--- config.mk ---
export PLATFORM = sky130hd
export DESIGN_NAME = pwm_quad
export DESIGN_NICKNAME = d
export VERILOG_FILES = /design/src/rtl/pwm_quad_pkg.sv /design/src/rtl/pwm_quad_regs.sv /design/src/rtl/pwm_quad_div.sv /design/src/rtl/pwm_quad_chan.sv /design/src/rtl/pwm_quad.sv
export SDC_FILE = /design/constraint.sdc
export NUM_CORES = 1
export LEC_CHECK = 0
export BUFFER_PORTS_ARGS = -buffer_cell sky130_fd_sc_hd__buf_2
export CORE_MARGIN = 2
export CORE_UTILIZATION = 40
export DETAILED_ROUTE_END_ITERATION = 8
export PLACE_DENSITY_LB_ADDON = 0.15
export SETUP_SLACK_MARGIN = 0.2
export SLEW_MARGIN = 15
export SYNTH_ARGS = -nofsm -noshare
export SYNTH_HDL_FRONTEND = slang
export SYNTH_SLANG_ARGS = --single-unit
export TNS_END_PERCENT = 10
--- constraint.sdc ---
create_clock -name clk -period 6.1 [get_ports clk]
set_input_delay 0.305 -clock clk [delete_from_list [all_inputs] [get_ports clk]]
set_output_delay 0.305 -clock clk [all_outputs]
set_load 0.05 [all_outputs]
--- src/rtl/pwm_quad_pkg.sv ---
// Package: shared sizes, register word addresses, field offsets and masks
// for the four-channel PWM generator. Field offsets are computed here so
// the register file and the checker agree on one definition.
package pwm_quad_pkg;

    localparam int unsigned CH_NUM    = 4;
    localparam int unsigned PAIR_NUM  = CH_NUM / 2;
    localparam int unsigned CNT_W     = 16;
    localparam int unsigned PRE_W     = 8;
    localparam int unsigned SEL_W     = 3;
    localparam int unsigned CTL_W     = 4;
    localparam int unsigned DATA_W    = 32;
    localparam int unsigned ADDR_W    = 4;
    localparam int unsigned SEL_CODES = 4;          // codes below this divide by 2^(code+1)
    localparam int unsigned SHIFT_W   = 3;
    localparam int unsigned DIV_W     = PRE_W + SEL_CODES + 1;

    // word addresses
    localparam int unsigned ADDR_PRE      = 0;
    localparam int unsigned ADDR_SEL      = 1;
    localparam int unsigned ADDR_CTL      = 2;
    localparam int unsigned ADDR_PRD_BASE = 4;
    localparam int unsigned ADDR_CMP_BASE = 8;

    // bit positions inside one control field
    localparam int unsigned CTL_EN    = 0;
    localparam int unsigned CTL_SPARE = 1;
    localparam int unsigned CTL_INV   = 2;
    localparam int unsigned CTL_TOG   = 3;

    // lsb of the prescaler byte for a channel pair
    function automatic int unsigned pre_lsb(input int unsigned pair);
        return pair * PRE_W;
    endfunction

    // lsb of the selector field of a channel
    function automatic int unsigned sel_lsb(input int unsigned ch);
        return ch * 4;
    endfunction

    // lsb of the control field of a channel: 0, 8, 12, 16
    function automatic int unsigned ctl_lsb(input int unsigned ch);
        return (ch == 0) ? 0 : (4 * ch + 4);
    endfunction

    // all bits of the control word that hold a field
    function automatic logic [DATA_W-1:0] ctl_mask_f();
        logic [DATA_W-1:0] m;
        m = '0;
        for (int c = 0; c < CH_NUM; c++) begin
            m[ctl_lsb(c) +: CTL_W] = '1;
        end
        return m;
    endfunction

    // all bits of the prescaler word that hold a field
    function automatic logic [DATA_W-1:0] pre_mask_f();
        logic [DATA_W-1:0] m;
        m = '0;
        for (int p = 0; p < PAIR_NUM; p++) begin
            m[pre_lsb(p) +: PRE_W] = '1;
        end
        return m;
    endfunction

    localparam logic [DATA_W-1:0] CTL_MASK = ctl_mask_f();
    localparam logic [DATA_W-1:0] PRE_MASK = pre_mask_f();

endpackage

--- src/rtl/pwm_quad_regs.sv ---
// Register file: holds the shared prescalers, per-channel selectors,
// control fields, periods and compares, and returns the addressed word.
// Assumes one write per cycle; reads are combinational from stored state.
module pwm_quad_regs
    import pwm_quad_pkg::*;
(
    input  logic                             clk,
    input  logic                             rst_n,
    input  logic                             bus_we,
    input  logic [ADDR_W-1:0]                bus_addr,
    input  logic [DATA_W-1:0]                bus_wdata,
    output logic [DATA_W-1:0]                bus_rdata,
    output logic [CH_NUM-1:0][PRE_W-1:0]     ch_pre,
    output logic [CH_NUM-1:0][SEL_W-1:0]     ch_sel,
    output logic [CH_NUM-1:0][CTL_W-1:0]     ch_ctl,
    output logic [CH_NUM-1:0][CNT_W-1:0]     ch_prd,
    output logic [CH_NUM-1:0][CNT_W-1:0]     ch_cmp
);

    logic [PAIR_NUM-1:0][PRE_W-1:0] pre_q;
    logic                           wr_pre;
    logic                           wr_sel;
    logic                           wr_ctl;
    logic                           unused_wdata;

    assign wr_pre = bus_we && (bus_addr == ADDR_W'(ADDR_PRE));
    assign wr_sel = bus_we && (bus_addr == ADDR_W'(ADDR_SEL));
    assign wr_ctl = bus_we && (bus_addr == ADDR_W'(ADDR_CTL));
    assign unused_wdata = ^bus_wdata;

    // Store both shared prescaler bytes on a write to the prescaler word.
    always_ff @(posedge clk) begin
        if (!rst_n) begin
            pre_q <= '0;
        end else if (wr_pre) begin
            for (int p = 0; p < PAIR_NUM; p++) begin
                pre_q[p] <= bus_wdata[pre_lsb(p) +: PRE_W];
            end
        end
    end

    for (genvar c = 0; c < CH_NUM; c++) begin : g_ch
        localparam int unsigned SL = sel_lsb(c);
        localparam int unsigned CL = ctl_lsb(c);
        logic [SEL_W-1:0] sel_r;
        logic [CTL_W-1:0] ctl_r;
        logic [CNT_W-1:0] prd_r;
        logic [CNT_W-1:0] cmp_r;
        logic             wr_prd;
        logic             wr_cmp;

        assign wr_prd = bus_we && (bus_addr == ADDR_W'(ADDR_PRD_BASE + c));
        assign wr_cmp = bus_we && (bus_addr == ADDR_W'(ADDR_CMP_BASE + c));

        // Capture this channel's selector and control fields from shared words.
        always_ff @(posedge clk) begin
            if (!rst_n) begin
                sel_r <= '0;
                ctl_r <= '0;
            end else begin
                if (wr_sel) sel_r <= bus_wdata[SL +: SEL_W];
                if (wr_ctl) ctl_r <= bus_wdata[CL +: CTL_W];
            end
        end

        // Capture this channel's period and compare words.
        always_ff @(posedge clk) begin
            if (!rst_n) begin
                prd_r <= '0;
                cmp_r <= '0;
            end else begin
                if (wr_prd) prd_r <= bus_wdata[CNT_W-1:0];
                if (wr_cmp) cmp_r <= bus_wdata[CNT_W-1:0];
            end
        end

        assign ch_pre[c] = pre_q[c / 2];
        assign ch_sel[c] = sel_r;
        assign ch_ctl[c] = ctl_r;
        assign ch_prd[c] = prd_r;
        assign ch_cmp[c] = cmp_r;
    end

    // Assemble the addressed word; unassigned bits and addresses read zero.
    always_comb begin
        bus_rdata = '0;
        if (bus_addr == ADDR_W'(ADDR_PRE)) begin
            for (int p = 0; p < PAIR_NUM; p++) begin
                bus_rdata[pre_lsb(p) +: PRE_W] = pre_q[p];
            end
        end
        if (bus_addr == ADDR_W'(ADDR_SEL)) begin
            for (int c = 0; c < CH_NUM; c++) begin
                bus_rdata[sel_lsb(c) +: SEL_W] = ch_sel[c];
            end
        end
        if (bus_addr == ADDR_W'(ADDR_CTL)) begin
            for (int c = 0; c < CH_NUM; c++) begin
                bus_rdata[ctl_lsb(c) +: CTL_W] = ch_ctl[c];
            end
        end
        for (int c = 0; c < CH_NUM; c++) begin
            if (bus_addr == ADDR_W'(ADDR_PRD_BASE + c)) bus_rdata[CNT_W-1:0] = ch_prd[c];
            if (bus_addr == ADDR_W'(ADDR_CMP_BASE + c)) bus_rdata[CNT_W-1:0] = ch_cmp[c];
        end
    end

endmodule

--- src/rtl/pwm_quad_div.sv ---
// Tick divider: one pulse every (pre+1) * 2^(sel+1) cycles, or every
// (pre+1) cycles for selector codes SEL_CODES and above. The counter
// is held at zero while run is low, so the first tick after start lands
// a full interval later.
module pwm_quad_div
    import pwm_quad_pkg::*;
(
    input  logic             clk,
    input  logic             rst_n,
    input  logic             run,
    input  logic [PRE_W-1:0] pre,
    input  logic [SEL_W-1:0] sel,
    output logic             tick
);

    logic [SHIFT_W-1:0] shift;
    logic [DIV_W-1:0]   lim;
    logic [DIV_W-1:0]   cnt;

    // Map the selector code to a shift amount.
    always_comb begin
        if (sel < SEL_W'(SEL_CODES)) begin
            shift = SHIFT_W'(sel) + SHIFT_W'(1);
        end else begin
            shift = '0;
        end
    end

    assign lim  = ((DIV_W'(pre) + DIV_W'(1)) << shift) - DIV_W'(1);
    assign tick = run && (cnt >= lim);

    // Count cycles up to the limit, then wrap with a tick.
    always_ff @(posedge clk) begin
        if (!rst_n) begin
            cnt <= '0;
        end else if (!run || tick) begin
            cnt <= '0;
        end else begin
            cnt <= cnt + DIV_W'(1);
        end
    end

endmodule

--- src/rtl/pwm_quad_chan.sv ---
// One PWM channel: a down-counter over shadow copies of period and compare,
// loaded on enable and at each period end. The output is high while the
// count is at or below the shadow compare, and is then optionally inverted.
// Single-period mode stops after one period until enable is re-applied.
// Assumes the tick input comes from a divider run by this channel's run output.
module pwm_quad_chan
    import pwm_quad_pkg::*;
(
    input  logic             clk,
    input  logic             rst_n,
    input  logic [CTL_W-1:0] ctl,
    input  logic [CNT_W-1:0] prd_reg,
    input  logic [CNT_W-1:0] cmp_reg,
    input  logic             tick,
    output logic             run,
    output logic             pwm
);

    logic             en;
    logic             inv;
    logic             tog;
    logic             en_q;
    logic             done;
    logic             level;
    logic             unused_spare;
    logic [CNT_W-1:0] cnt;
    logic [CNT_W-1:0] prd_sh;
    logic [CNT_W-1:0] cmp_sh;

    assign en           = ctl[CTL_EN];
    assign inv          = ctl[CTL_INV];
    assign tog          = ctl[CTL_TOG];
    assign unused_spare = ctl[CTL_SPARE];
    assign run          = en_q;

    // Load on enable, step on tick, reload shadows at each period end.
    always_ff @(posedge clk) begin
        if (!rst_n) begin
            en_q   <= 1'b0;
            done   <= 1'b0;
            cnt    <= '0;
            prd_sh <= '0;
            cmp_sh <= '0;
        end else begin
            en_q <= en;
            if (en && !en_q) begin
                cnt    <= prd_reg;
                prd_sh <= prd_reg;
                cmp_sh <= cmp_reg;
                done   <= 1'b0;
            end else if (en && en_q && tick) begin
                if (cnt == '0) begin
                    cnt    <= prd_reg;
                    prd_sh <= prd_reg;
                    cmp_sh <= cmp_reg;
                    if (!tog) done <= 1'b1;
                end else begin
                    cnt <= cnt - CNT_W'(1);
                end
            end
        end
    end

    assign level = en && en_q && (tog || !done) && (prd_sh != '0) && (cnt <= cmp_sh);
    assign pwm   = (en && en_q) ? (level ^ inv) : 1'b0;

endmodule

--- src/rtl/pwm_quad.sv ---
// Top of the four-channel PWM generator: register file plus one tick
// divider and one counting channel per output.
module pwm_quad
    import pwm_quad_pkg::*;
(
    input  logic              clk,
    input  logic              rst_n,
    input  logic              bus_we,
    input  logic [ADDR_W-1:0] bus_addr,
    input  logic [DATA_W-1:0] bus_wdata,
    output logic [DATA_W-1:0] bus_rdata,
    output logic [CH_NUM-1:0] pwm_out
);

    logic [CH_NUM-1:0][PRE_W-1:0] ch_pre;
    logic [CH_NUM-1:0][SEL_W-1:0] ch_sel;
    logic [CH_NUM-1:0][CTL_W-1:0] ch_ctl;
    logic [CH_NUM-1:0][CNT_W-1:0] ch_prd;
    logic [CH_NUM-1:0][CNT_W-1:0] ch_cmp;
    logic [CH_NUM-1:0]            ch_tick;
    logic [CH_NUM-1:0]            ch_run;

    pwm_quad_regs u_regs (
        .clk       (clk),
        .rst_n     (rst_n),
        .bus_we    (bus_we),
        .bus_addr  (bus_addr),
        .bus_wdata (bus_wdata),
        .bus_rdata (bus_rdata),
        .ch_pre    (ch_pre),
        .ch_sel    (ch_sel),
        .ch_ctl    (ch_ctl),
        .ch_prd    (ch_prd),
        .ch_cmp    (ch_cmp)
    );

    for (genvar c = 0; c < CH_NUM; c++) begin : g_ch
        pwm_quad_div u_div (
            .clk   (clk),
            .rst_n (rst_n),
            .run   (ch_run[c]),
            .pre   (ch_pre[c]),
            .sel   (ch_sel[c]),
            .tick  (ch_tick[c])
        );

        pwm_quad_chan u_chan (
            .clk     (clk),
            .rst_n   (rst_n),
            .ctl     (ch_ctl[c]),
            .prd_reg (ch_prd[c]),
            .cmp_reg (ch_cmp[c]),
            .tick    (ch_tick[c]),
            .run     (ch_run[c]),
            .pwm     (pwm_out[c])
        );
    end

endmodule

==> impl_metrics.yaml <==
status:
  run_status: "complete, no violations"
clock_network:
  htree_levels: 2
  cts_tree: "built"
  numClockSinks: 424
  clockBufferDepth: 3
  cts-buffers-inserted: 50
  clkTransAtPathRegs_ns: 0.06
  clk_latency_ns: 0.62
  post_cts_buffers: 0
  cts_root_buf: "clkbuf_16"
drt:
  drt-initial-drc-count: 2261
  drtPass1Iterations: 6
  via_count: 23400
  avgViaCountPerCell: 5.83
  finalWirelength_mm: 80.2
  post-route-drc-count: 0
  detail-route-antenna-nets: 0
  wire_per_inst_um: 20.0
cells_and_area:
  fin_nets: 3363
  drive_above_1_share_pct: 7.72
  area.growth.synth_to_final_pct: 11.3
worst_setup_path:
  worstPathMaxFanout: 31
  rr_endpoint: "g_ch[3].u_chan.cnt[7]"
  setup.worst_path.start: "u_regs.g_ch[3].sel_r[1]"
  worstPathRequired_ns: 6.60
  r2r_start: "u_regs.g_ch[3].sel_r[1]"
  end_kind: "register"
  critical_path.startpoint_type: "register"
  crit_arrival_ns: 5.92
  r2r_cells: 16
  reg2reg_slack_ns: 0.68
  criticalPathCategory: "reg2reg"
  cp-endpoint: "g_ch[3].u_chan.cnt[7]"
sta:
  max_freq_ghz: 0.185
  tightest_slew_ns: 1.18
  period_needed_ns: 5.42
  final_hold_viol_count: 0
  relSlewSlack_pct: 21.4
  min_period_over_period_pct: 88.8
  setup_viol: 0
  drv_slew: 0
  setup-tns-final_ns: 0
  rsz0062_at_grt: "no"
  skew_ns: 0.0271
synthesis:
  yosys-top-cells-count: "nand2_1 (617), dfxtp_1 (424), a21oi_1 (342), nor2_1 (285), clkbuf_1 (191)"
  yosys.cell_count.top_type: "nand2_1"
  yosys-top-cells-area: "dfxtp_1 (35%), nand2_1 (9.4%), ha_1 (7.0%)"
  yosysSeqAreaShare_pct: 34.6
  synth.distinct_cells: 92
  ys.flop_type: "dfxtp_1"
  synth_edf_count: 0
  ys_seq_elements: 424
  async_reset_ff_share_pct: 0
  yosysWarnings: 0
  syn_inst: 3253
  synth_top_area_share_pct: 34.6
  avgSynthCellArea_um2: 7.54
  yosysTopAreaCell: "dfxtp_1"
  syn-cell-area_um2: 24500
grt:
  grt_max_degree: 175
  antenna_found_initial: 7
  track_usage_pct: 24.7
  grt_pass1_wl_mm: 125
  grt-ovfl-total: 0
  grt_pass1_vias: 21900
placement:
  hpwlAfterDp_mm: 58.0
  port_buffers: 50
  gp_congestion: 0.906
floorplan:
  start_util_pct: 40.5
  design.core.area_um2: 60500
  die_area_um2: 63300
  num_rows: 90
  chipHeight_um: 252
  die_w_um: 252
  pin_count: 75
power:
  powerDensity_nw_per_um2: 244
  vdd_drop_max_uv: 229
  power.total_mw: 6.66
  p_leak_nw: 9.78
flow_run:
  maxCapViolCount: 0
min_path:
  min_path_type: "in2reg"
flip-flops by register name (all words and copies together) (netlist names):
register and count:
g_ch.u_div.cnt 52, u_regs.g_ch.sel_r 12, g_ch.u_chan.cnt 64, g_ch.u_chan.done 4, g_ch.u_chan.run 4, u_regs.g_ch.cmp_r 64
u_regs.g_ch.ctl_r 16, g_ch.u_chan.cmp_sh 64, u_regs.ch_pre 16, u_regs.g_ch.prd_r 64, g_ch.u_chan.prd_sh 64
kinds of logic (layout without fill, tap and decap cells):
logic type      Yosys count  in the layout  synth area share (%)
flops                   424            424                  34.6
other cells               1             17                0.0153
simple gates           1350           1350                  24.6
compound gates          836            836                  21.7
mux                      64             64                  2.68
fa+ha+maj               138            138                  7.04
buf+inv                 341            303                  5.75
xor+xnor                 99             99                  3.57
area by class of cell:
cell class / instances / area (µm²)
timing repair buffer: 104 / 713
fill: 6015 / 33200
tap: 782 / 978
sequential: 424 / 8490
antenna: 5 / 12.5
clock buffer: 61 / 1360
inverter: 107 / 409
multi-input combinational: 2499 / 14800
clock inverter: 31 / 520
worst min-delay path by stage:
stage                                    startpoint                         to  slack, ns  cells past startpoint
final                                  bus_wdata[8]    u_regs.g_ch[1].prd_r[8]       0.08                      3
after global routing                   bus_wdata[8]    u_regs.g_ch[0].cmp_r[8]       0.08                      3
after CTS                              bus_wdata[7]    u_regs.g_ch[2].cmp_r[7]       0.04                      3
after detailed placement  g_ch[3].u_chan.prd_sh[13]  g_ch[3].u_chan.prd_sh[13]       0.45                      2
after global placement    g_ch[3].u_chan.prd_sh[12]  g_ch[3].u_chan.prd_sh[12]       0.44                      2
after floorplan                 g_ch[0].u_chan.done        g_ch[0].u_chan.done       0.42                      2
per-stage QoR:
step | util, % | cell area [µm²] | setup slack [ns] | hold WS [ns] | instances
after floorplan | - | 24600 | 1.29 | 0.422 | 3264
after global placement | 41.8 | 25300 | 0.534 | 0.437 | 3911
after detailed placement | 41.8 | 25300 | 0.418 | 0.446 | 3911
after CTS | 44.9 | 27200 | 0.375 | 0.0448 | 4007
after global routing | 45.1 | 27300 | 0.194 | 0.0827 | 4011
final | 45.1 | 27300 | 0.682 | 0.0842 | 4013
cells in the final DEF, fill, tap and decap left out, types with 10 or more instances in the layout:
cell and n:
and3_1 14, nor4_1 32, ha_1 138, o2111ai_1 12, nand2_1 617, a211oi_1 26, conb_1 12, o22ai_1 17
mux2i_1 58, nor2_1 284, a22oi_1 44, a222oi_1 14, buf_4 48, o31ai_1 25, o211ai_1 45, xnor2_1 41
clkbuf_16 50, bufinv_16 12, nand4_1 35, a31oi_1 31, o221a_2 10, nor3_1 58, inv_1 106, dfxtp_1 423
o21a_1 19, nand2b_1 32, o21ai_0 113, a21o_1 21, xor2_1 57, or3_1 26, buf_2 49, and2_1 20
nand3_1 144, nor2b_1 30, a21oi_1 342
critical path, cell delays in order, from the launching register on:
cell and delay [ns]:
dfxtp_1 0.36, ha_1 0.49, nor2b_1 0.40, a211oi_1 0.08
o21ai_0 0.36, nand3_1 0.17, or3b_2 0.51, or3_1 0.34
xor2_1 0.16, ha_1 0.31, nand4_1 0.10, nor2_1 0.06
a221oi_1 0.66, and2_1 0.31, a21bo_2 0.56, nor2_1 0.11
o221a_2 0.29
where the power goes:
group / internal [mW] / switching, mW
sequential: 2.79 / 0.0273
clock: 2.11 / 1.31
combinational: 0.119 / 0.307
total: 5.02 / 1.65
layer usage:
metal	track usage, %	routed length (µm)
met1	34.5	36700
met2	39.2	35900
met3	3.43	5200
met4	8.18	2500
met5	0	23
what timing repair did:
| action | 4_1_cts | 5_1_grt |
|---|---|---|
| hold endpoints to repair | 4 | 0 |
| endpoints found under the setup margin | 0 | 129 |
| resized for setup | 0 | 12 |
| hold buffers | 4 | 0 |
Power figures use the tool's default switching activity.
